### src/rtl/iobus_pkg.sv
package iobus_pkg;
    typedef enum logic [1:0] {
        ST_IDLE     = 2'd0,
        ST_RD_STALL = 2'd1,
        ST_WR_STALL = 2'd2,
        ST_RECOVER  = 2'd3
    } cyc_state_e;
endpackage

### src/rtl/iobus_sel_decode.sv
module iobus_sel_decode #(
    parameter int ADDR_W = 2,
    localparam int N_DEV = 1 << ADDR_W
) (
    input  logic [ADDR_W-1:0] addr,
    input  logic              iom,
    input  logic              rd,
    input  logic              wr,
    output logic              req_rd,
    output logic              req_wr,
    output logic              any_strobe,
    output logic [N_DEV-1:0]  dev_hot
);
    // a cycle is an I/O access only with the qualifier high and exactly one strobe
    assign req_rd     = iom & rd & ~wr;
    assign req_wr     = iom & wr & ~rd;
    assign any_strobe = rd | wr;

    for (genvar g = 0; g < N_DEV; g++) begin : g_dec
        assign dev_hot[g] = (addr == ADDR_W'(g));
    end
endmodule

### src/rtl/iobus_cycle_fsm.sv
module iobus_cycle_fsm
    import iobus_pkg::*;
(
    input  logic clk,
    input  logic rst_n,
    input  logic req_rd,
    input  logic req_wr,
    input  logic any_strobe,
    input  logic rd_avail,
    input  logic wr_avail,
    output logic wait_o,
    output logic rd_drive,
    output logic rd_done,
    output logic wr_done
);
    cyc_state_e state_q, state_d;

    always_ff @(posedge clk or negedge rst_n) begin
        if (!rst_n) state_q <= ST_IDLE;
        else        state_q <= state_d;
    end

    always_comb begin
        state_d = state_q;
        unique case (state_q)
            ST_IDLE: begin
                if (req_rd)      state_d = rd_avail ? ST_RECOVER : ST_RD_STALL;
                else if (req_wr) state_d = wr_avail ? ST_RECOVER : ST_WR_STALL;
            end
            ST_RD_STALL: begin
                if (!req_rd)       state_d = ST_IDLE;
                else if (rd_avail) state_d = ST_RECOVER;
            end
            ST_WR_STALL: begin
                if (!req_wr)       state_d = ST_IDLE;
                else if (wr_avail) state_d = ST_RECOVER;
            end
            ST_RECOVER: begin
                if (!any_strobe) state_d = ST_IDLE;
            end
            default: state_d = ST_IDLE;
        endcase
    end

    always_comb begin
        wait_o   = 1'b0;
        rd_drive = 1'b0;
        rd_done  = 1'b0;
        wr_done  = 1'b0;
        unique case (state_q)
            ST_IDLE: begin
                rd_drive = req_rd;
                rd_done  = req_rd & rd_avail;
                wr_done  = req_wr & wr_avail;
                wait_o   = (req_rd & ~rd_avail) | (req_wr & ~wr_avail);
            end
            ST_RD_STALL: begin
                rd_drive = req_rd;
                rd_done  = req_rd & rd_avail;
                wait_o   = req_rd & ~rd_avail;
            end
            ST_WR_STALL: begin
                wr_done  = req_wr & wr_avail;
                wait_o   = req_wr & ~wr_avail;
            end
            ST_RECOVER: begin
                wait_o   = 1'b0;
            end
            default: wait_o = 1'b0;
        endcase
    end
endmodule

### src/rtl/iobus_src_bank.sv
module iobus_src_bank #(
    parameter int DATA_W = 8,
    parameter int ADDR_W = 2,
    localparam int N_DEV = 1 << ADDR_W
) (
    input  logic                    clk,
    input  logic                    rst_n,
    input  logic [N_DEV-1:0]        load,
    input  logic [N_DEV*DATA_W-1:0] load_data,
    input  logic [N_DEV-1:0]        sel_hot,
    input  logic                    consume,
    input  logic                    drive,
    output logic                    avail_sel,
    output logic [DATA_W-1:0]       rdata
);
    logic [DATA_W-1:0] hold_q [N_DEV];
    logic [N_DEV-1:0]  full_q;
    logic [DATA_W-1:0] sel_word;

    for (genvar g = 0; g < N_DEV; g++) begin : g_src
        always_ff @(posedge clk or negedge rst_n) begin
            if (!rst_n) begin
                hold_q[g] <= '0;
                full_q[g] <= 1'b0;
            end else if (load[g]) begin
                // a fresh load outranks a consuming read at the same edge
                hold_q[g] <= load_data[g*DATA_W +: DATA_W];
                full_q[g] <= 1'b1;
            end else if (consume && sel_hot[g]) begin
                full_q[g] <= 1'b0;
            end
        end
    end

    always_comb begin
        sel_word = '0;
        for (int i = 0; i < N_DEV; i++) begin
            if (sel_hot[i]) sel_word = sel_word | hold_q[i];
        end
    end

    assign avail_sel = |(full_q & sel_hot);
    assign rdata     = drive ? sel_word : '0;
endmodule

### src/rtl/iobus_dst_bank.sv
module iobus_dst_bank #(
    parameter int DATA_W = 8,
    parameter int ADDR_W = 2,
    localparam int N_DEV = 1 << ADDR_W
) (
    input  logic                    clk,
    input  logic                    rst_n,
    input  logic [DATA_W-1:0]       wdata,
    input  logic [N_DEV-1:0]        sel_hot,
    input  logic                    commit,
    input  logic [N_DEV-1:0]        ready,
    output logic                    ready_sel,
    output logic [N_DEV-1:0]        strobe,
    output logic [N_DEV*DATA_W-1:0] q
);
    assign ready_sel = |(ready & sel_hot);
    assign strobe    = commit ? sel_hot : '0;

    for (genvar g = 0; g < N_DEV; g++) begin : g_dst
        always_ff @(posedge clk or negedge rst_n) begin
            if (!rst_n)         q[g*DATA_W +: DATA_W] <= '0;
            else if (strobe[g]) q[g*DATA_W +: DATA_W] <= wdata;
        end
    end
endmodule

### src/rtl/iobus_port_ctrl.sv
module iobus_port_ctrl #(
    parameter int DATA_W = 8,
    parameter int ADDR_W = 2,
    localparam int N_DEV = 1 << ADDR_W
) (
    input  logic                    clk,
    input  logic                    rst_n,
    input  logic [ADDR_W-1:0]       io_addr,
    input  logic                    io_iom,
    input  logic                    io_rd,
    input  logic                    io_wr,
    input  logic [DATA_W-1:0]       io_wdata,
    output logic [DATA_W-1:0]       io_rdata,
    output logic                    io_drive,
    output logic                    io_wait,
    input  logic [N_DEV-1:0]        src_load,
    input  logic [N_DEV*DATA_W-1:0] src_data,
    input  logic [N_DEV-1:0]        dst_ready,
    output logic [N_DEV-1:0]        dst_strobe,
    output logic [N_DEV*DATA_W-1:0] dst_q
);
    logic             req_rd, req_wr, any_strobe;
    logic [N_DEV-1:0] dev_hot;
    logic             rd_avail, wr_avail;
    logic             rd_done, wr_done;

    iobus_sel_decode #(.ADDR_W(ADDR_W)) u_dec (
        .addr       (io_addr),
        .iom        (io_iom),
        .rd         (io_rd),
        .wr         (io_wr),
        .req_rd     (req_rd),
        .req_wr     (req_wr),
        .any_strobe (any_strobe),
        .dev_hot    (dev_hot)
    );

    iobus_cycle_fsm u_fsm (
        .clk        (clk),
        .rst_n      (rst_n),
        .req_rd     (req_rd),
        .req_wr     (req_wr),
        .any_strobe (any_strobe),
        .rd_avail   (rd_avail),
        .wr_avail   (wr_avail),
        .wait_o     (io_wait),
        .rd_drive   (io_drive),
        .rd_done    (rd_done),
        .wr_done    (wr_done)
    );

    iobus_src_bank #(.DATA_W(DATA_W), .ADDR_W(ADDR_W)) u_src (
        .clk       (clk),
        .rst_n     (rst_n),
        .load      (src_load),
        .load_data (src_data),
        .sel_hot   (dev_hot),
        .consume   (rd_done),
        .drive     (io_drive),
        .avail_sel (rd_avail),
        .rdata     (io_rdata)
    );

    iobus_dst_bank #(.DATA_W(DATA_W), .ADDR_W(ADDR_W)) u_dst (
        .clk       (clk),
        .rst_n     (rst_n),
        .wdata     (io_wdata),
        .sel_hot   (dev_hot),
        .commit    (wr_done),
        .ready     (dst_ready),
        .ready_sel (wr_avail),
        .strobe    (dst_strobe),
        .q         (dst_q)
    );
endmodule

### config.mk
export PLATFORM = sky130hd
export DESIGN_NAME = iobus_port_ctrl
export DESIGN_NICKNAME = d
export VERILOG_FILES = /design/src/rtl/iobus_pkg.sv /design/src/rtl/iobus_sel_decode.sv /design/src/rtl/iobus_cycle_fsm.sv /design/src/rtl/iobus_src_bank.sv /design/src/rtl/iobus_dst_bank.sv /design/src/rtl/iobus_port_ctrl.sv
export SDC_FILE = /design/constraint.sdc
export NUM_CORES = 1
export LEC_CHECK = 0
export BUFFER_PORTS_ARGS = -buffer_cell sky130_fd_sc_hd__buf_4
export CAP_MARGIN = 20
export CORE_AREA = 2 2 85 87
export DETAILED_ROUTE_END_ITERATION = 8
export DIE_AREA = 0 0 87 89
export HOLD_SLACK_MARGIN = 0.03
export PLACE_DENSITY = 0.74
export SYNTH_ARGS = -nofsm -noshare
export SYNTH_HDL_FRONTEND = slang
export SYNTH_SLANG_ARGS = --single-unit
### constraint.sdc
create_clock -name clk -period 1.5 [get_ports clk]
set_clock_uncertainty 0.1 [all_clocks]
set_input_delay 0.3 -clock clk [delete_from_list [all_inputs] [get_ports clk]]
set_output_delay 0.3 -clock clk [all_outputs]
set_load 0.02 [all_outputs]
==> flow_summary.yaml, run 1 <==
route:
  vias: 2082
  drc_errors: 0
  wire_per_inst_um: 18.1
  drtIter0Drc: 42
  dr.pass1.iters: 2
  final_antenna_net_count: 0
  drt-total-wl_um: 7290
  routed_via_density: 5.15
sta:
  finalHoldViolCount: 0
  setup_violations: 46
  min_period_over_period_pct: 126
  layout_setup_ws_ns: -0.385
  relSlewSlack_pct: 83.2
  finalMaxSlewViolations: 0
  final.min_clock_period_ns: 1.89
  fmax_mhz: 530
  worst_pin_slew_ns: 0.251
  rsz0062_at_grt: "yes"
floorplanning:
  ioPinCount: 101
  core_sq_um: 6720
  initial_core_util_pct: 44.8
  num_rows: 30
  die_w_um: 87
  die_y_um: 89
  dieArea_sq_um: 7740
critical_path:
  reg2reg_from: "u_fsm.state_q[0]$_DFFE_PN0P_"
  criticalPathCategory: "register to primary output"
  worstPathMaxFanout: 2
  arrival_ns: 1.49
  cp.required_ns: 1.10
  r2r_end: "u_dst.q[6]$_DFFE_PN0P_"
  rrSetupSlack_ns: -0.18
  start_kind: "register"
  r2r_cells: 6
  worstSetupEndpointType: "primary output"
final_layout:
  syn2layout_area_growth_pct: 48.5
  post-route-util_pct: 66.6
  fin_nets: 374
  diodes: 0
  drive_above_1_share_pct: 73.1
clock_tree:
  numClockSinks: 70
  cts-root-buf: "clkbuf_8"
  htreeDepth: 3
  cts_buffers: 9
  cts_tree: "done"
  cts_max_path_buffers: 2
  path_clk_slew_ns: 0.08
  clkLatencyLatePin_ns: 0.33
placed_design:
  place_ws_ns: -0.331
  portBuffers: 100
  place.gp.congestion: 0.739
  dp_hpwl_um: 5060
power:
  p_per_area_nw_per_um2: 1090
  clockPowerShare_pct: 27.1
  p_sw_share_pct: 28.8
  netSwitchingPower_mw: 1.40
  ir_worst_vdd_mv: 0.558
  power.share.combinational_pct: 25.7
  power.total_mw: 4.87
  internal-power_mw: 3.47
  p_leak_nw: 2.12
  power_frac_seq_pct: 47.2
synthesis:
  synth_area_sq_um: 3010
  synth_edf_count: 0
  synthCells: 188
  yosysTopAreaCell: "dfrtp_1"
  synth_flop_cell: "dfrtp_1"
  ys_top_cells_by_area: "dfrtp_1, mux2_2, mux4_2"
  synthTopCellsByCount: "dfrtp_1, mux2_2, mux4_2, and2_1, mux2_4"
  synth_seq_area_share_pct: 58.1
  avgSynthCellArea_sq_um: 16.0
  ys_ff_latch: 70
  synth_top_area_share_pct: 58.1
  synth_most_common_cell: "dfrtp_1"
  yosysUniqueCellTypes: 24
  async_reset_ff_share_pct: 100
  synth_fp_nets: 243
  ys.warnings.count: 0
hold_path:
  worst_hold_path_type: "primary input to register"
  min_to: "u_src.hold_q[15]$_DFFE_PN0P_"
  whs_path_depth: 2
  min_from: "src_data[23]"
grt:
  grt_usage_pct: 20.6
  grt_pass1_vias: 2334
  antenna_found_initial: 0
  overflow: 0
  grt_start_max_net_pins: 40
  grt_pass1_wl_um: 11900
job:
  drv_cap: 0
run_status:
  violations: "setup timing"
  status: "finished, violations left"
==> what timing repair did <==
item | in CTS | in global routing
hold endpoints to repair | 70 | 0
buffers inserted | 6 | 5
endpoints found under the setup margin | 46 | 46
gates resized for setup | 29 | 11
hold buffers | 1 | 0
pin swaps | 9 | 4
==> layout by cell type, fill, tap and decap left out, types with 2 or more instances in the layout <==
master    count
nor2b_1       2
mux4_2       10
mux2_2       40
nand2_1       5
clkinv_2      3
mux2_4       24
buf_12        7
a21o_1        4
buf_4       105
clkinv_4      2
buf_6        16
nand3_1       3
inv_2         2
and3_4        2
and2_4        8
dfrtp_1      70
clkbuf_8      9
==> flip-flops by register name, summed over array words and instances (netlist names) <==
signal	count
u_dst.q	32
u_fsm.state_q	2
u_src.full_q	4
u_src.hold_q	32
==> how the worst max path moves through the flow <==
stage,from,end,slack [ns],depth (start not counted)
2_1_floorplan,u_fsm.state_q[1]$_DFFE_PN0P_,io_rdata[0],-0.08,4
3_3_place_gp,io_addr[0],io_wait,-0.31,4
3_5_place_dp,io_addr[0],io_wait,-0.33,4
4_1_cts,u_fsm.state_q[0]$_DFFE_PN0P_,io_wait,-0.44,5
5_1_grt,u_fsm.state_q[0]$_DFFE_PN0P_,io_wait,-0.47,5
6_report,u_src.full_q[3]$_DFFE_PN0P_,io_wait,-0.39,3
==> worst max-delay path: stages (launching register included) <==
cell and delay (ns):
dfrtp_1 0.38, mux4_2 0.51, o22ai_2 0.13, buf_6 0.14
==> per-layer routing <==
metal / track usage (%) / wire length (um)
met5: 0 / 0
met4: 6.82 / 61
met3: 5.54 / 509
met2: 36.2 / 3740
met1: 24.7 / 2990
==> stage by stage <==
step	area, sq um	hold slack, ns	instances	TNS (ns)
after detailed placement	4090	0.0182	378	-9.52
after CTS	4430	0.0773	401	-11.56
after global routing	4470	0.0765	404	-11.98
final	4470	0.0965	404	-9.26
after global placement	4090	0.0182	378	-8.49
after floorplan	3150	-0.0956	188	-1.19
==> area by class of cell <==
class                      instances  area [sq um]
tap                               80           100
fill                             496          2250
multi-input combinational        105          1300
timing repair buffer             130          1130
clock buffer                       9           124
sequential                        70          1750
inverter                           3          13.8
clock inverter                     7          48.8
==> cell families after synthesis <==
| family | after synthesis | synth area share [%] |
|---|---|---|
| flops | 70 | 58.1 |
| mux | 74 | 32.4 |
| buf+inv | 13 | 2.66 |
| simple gates | 25 | 5.36 |
| compound gates | 6 | 1.45 |
==> power by group through the flow <==
stage          registers, mW  clock network (mW)  logic (mW)
2_1_floorplan           2.51                   0       0.456
3_3_place_gp            2.32                   0        1.19
3_5_place_dp            2.34                   0        1.22
4_1_cts                 2.30                1.37        1.25
5_1_grt                 2.33                1.46        1.33
6_report                2.30                1.32        1.25
(Power assumes the default switching activity.)
==> run 2, diff against run 1 <==
--- a/config.mk
+++ b/config.mk
@@ -5,9 +5,10 @@
 export SDC_FILE = /design/constraint.sdc
 export NUM_CORES = 1
 export LEC_CHECK = 0
-export BUFFER_PORTS_ARGS = -buffer_cell sky130_fd_sc_hd__buf_4
+export BUFFER_PORTS_ARGS = -buffer_cell sky130_fd_sc_hd__buf_2
 export CAP_MARGIN = 20
 export CORE_AREA = 2 2 85 87
+export CTS_CLUSTER_DIAMETER = 50
 export DETAILED_ROUTE_END_ITERATION = 8
 export DIE_AREA = 0 0 87 89
 export HOLD_SLACK_MARGIN = 0.03
==> flow_summary.yaml, run 2 (same netlist as run 1, synthesis figures left out) <==
grt:
  grt_usage_pct: 18.8
  antenna_found_initial: 0
  grt_start_max_net_pins: 71
  overflow: 0
  grt_pass1_wl_um: 10700
  grt_pass1_vias: 2152
sta:
  worst_pin_slew_ns: 0.374
  min_period_over_period_pct: 126
  setup_violations: 46
  finalMaxSlewViolations: 0
  rsz0062_at_grt: "yes"
  final.min_clock_period_ns: 1.89
  setup_tns_ns: -9.59
  finalHoldViolCount: 0
  relSlewSlack_pct: 75.1
  fmax_mhz: 529
  layout_setup_ws_ns: -0.389
hold_path:
  worst_hold_path_type: "primary input to register"
  min_to: "u_src.hold_q[5]$_DFFE_PN0P_"
  min_from: "src_data[29]"
  whs_path_depth: 2
floorplanning:
  die_y_um: 89
  ioPinCount: 101
  num_rows: 30
  initial_core_util_pct: 44.8
  dieArea_sq_um: 7740
  die_w_um: 87
  core_sq_um: 6720
final_layout:
  syn2layout_area_growth_pct: 40.8
  drive_above_1_share_pct: 72.5
  most-common-layout-cells: "buf_2, dfrtp_1, mux2_2"
  fin_nets: 370
  final_common_cell: "buf_2"
  diodes: 0
  top_regs: "u_dst.q (32), u_src.hold_q (32), u_src.full_q (4)"
route:
  final_antenna_net_count: 0
  drt-total-wl_um: 6810
  routed_via_density: 5.16
  vias: 2062
  wire_per_inst_um: 17.0
  drc_errors: 0
  dr.pass1.iters: 3
  drtIter0Drc: 52
clock_tree:
  path_clk_slew_ns: 0.07
  cts_buffers: 9
  cts_max_path_buffers: 2
  clkLatencyLatePin_ns: 0.33
  cts_tree: "done"
  cts-root-buf: "clkbuf_8"
  htreeDepth: 3
  numClockSinks: 70
critical_path:
  crit_start: "u_src.full_q[3]$_DFFE_PN0P_"
  arrival_ns: 1.49
  start_kind: "register"
  worstPathMaxFanout: 2
  reg2reg_from: "u_fsm.state_q[0]$_DFFE_PN0P_"
  worstSetupEndpointType: "primary output"
  r2r_cells: 6
  rrSetupSlack_ns: -0.24
  r2r_end: "u_dst.q[3]$_DFFE_PN0P_"
  cp.required_ns: 1.10
  criticalPathCategory: "register to primary output"
placed_design:
  dp_hpwl_um: 4710
  place_ws_ns: -0.485
  place.gp.congestion: 0.731
  portBuffers: 100
power:
  p_per_area_nw_per_um2: 1150
  ir_worst_vdd_mv: 0.862
  p_leak_nw: 2.04
  power.total_mw: 4.90
run_status:
  status: "finished, violations left"
  violations: "setup timing"
job:
  drv_cap: 0
## run 2: cell count changes in the layout (fill, tap and decap cells not counted), sizes merged
cell | previous run | this run
inv | 4 | 3
clkinvlp | 1 | 2
clkbuf | 9 | 11
clkinv | 5 | 2
bufinv | 0 | 1
buf | 129 | 125
## run 2: timing repair
item,in CTS,in global routing
hold buffers,1,0
gates resized for setup,41,7
endpoints found under the setup margin,38,46
hold endpoints to repair,70,0
pin swaps,8,3
buffers inserted,5,4
## run 2: critical path: stages, from the launching register on
cell and delay (ns):
dfrtp_1 0.39, mux4_2 0.49, o22ai_2 0.14, buf_6 0.14
## run 2: power breakdown
| group | switching, mW | internal, mW |
|---|---|---|
| clock | 0.691 | 0.813 |
| combinational | 0.521 | 0.584 |
| sequential | 0.137 | 2.15 |
| total | 1.35 | 3.55 |
## run 2: final cells by class
class	count	area [sq um]
fill	505	2480
sequential	70	1750
multi-input combinational	105	1300
timing repair buffer	126	875
clock buffer	11	141
tap	80	100
clock inverter	5	58.8
inverter	3	13.8
## run 2: worst max-delay path by stage
stage               depth (start not counted)           to  slack [ns]
floorplan                                   4  io_rdata[0]       -0.08
global placement                            4      io_wait       -0.45
detailed placement                          4      io_wait       -0.49
CTS                                         5      io_wait       -0.44
global route                                5      io_wait       -0.46
finish                                      3      io_wait       -0.39
## run 2: per-layer routing
metal	vias to the layer above	routed length, um	track usage [%]
met5	-	0	0
met1	1039	2790	22.3
met2	77	3440	32.1
li1	938	-	-
met3	8	500	5.36
met4	0	85	8.10
## run 2: stage by stage
step,util [%],std cells,hold slack (ns),area (sq um)
after floorplan,-,188,-0.0956,3150
after global placement,57.1,376,0.252,3840
after detailed placement,57.1,376,0.253,3840
after CTS,62.8,398,0.0690,4220
after global routing,63.1,400,0.0701,4240
final,63.1,400,0.0895,4240
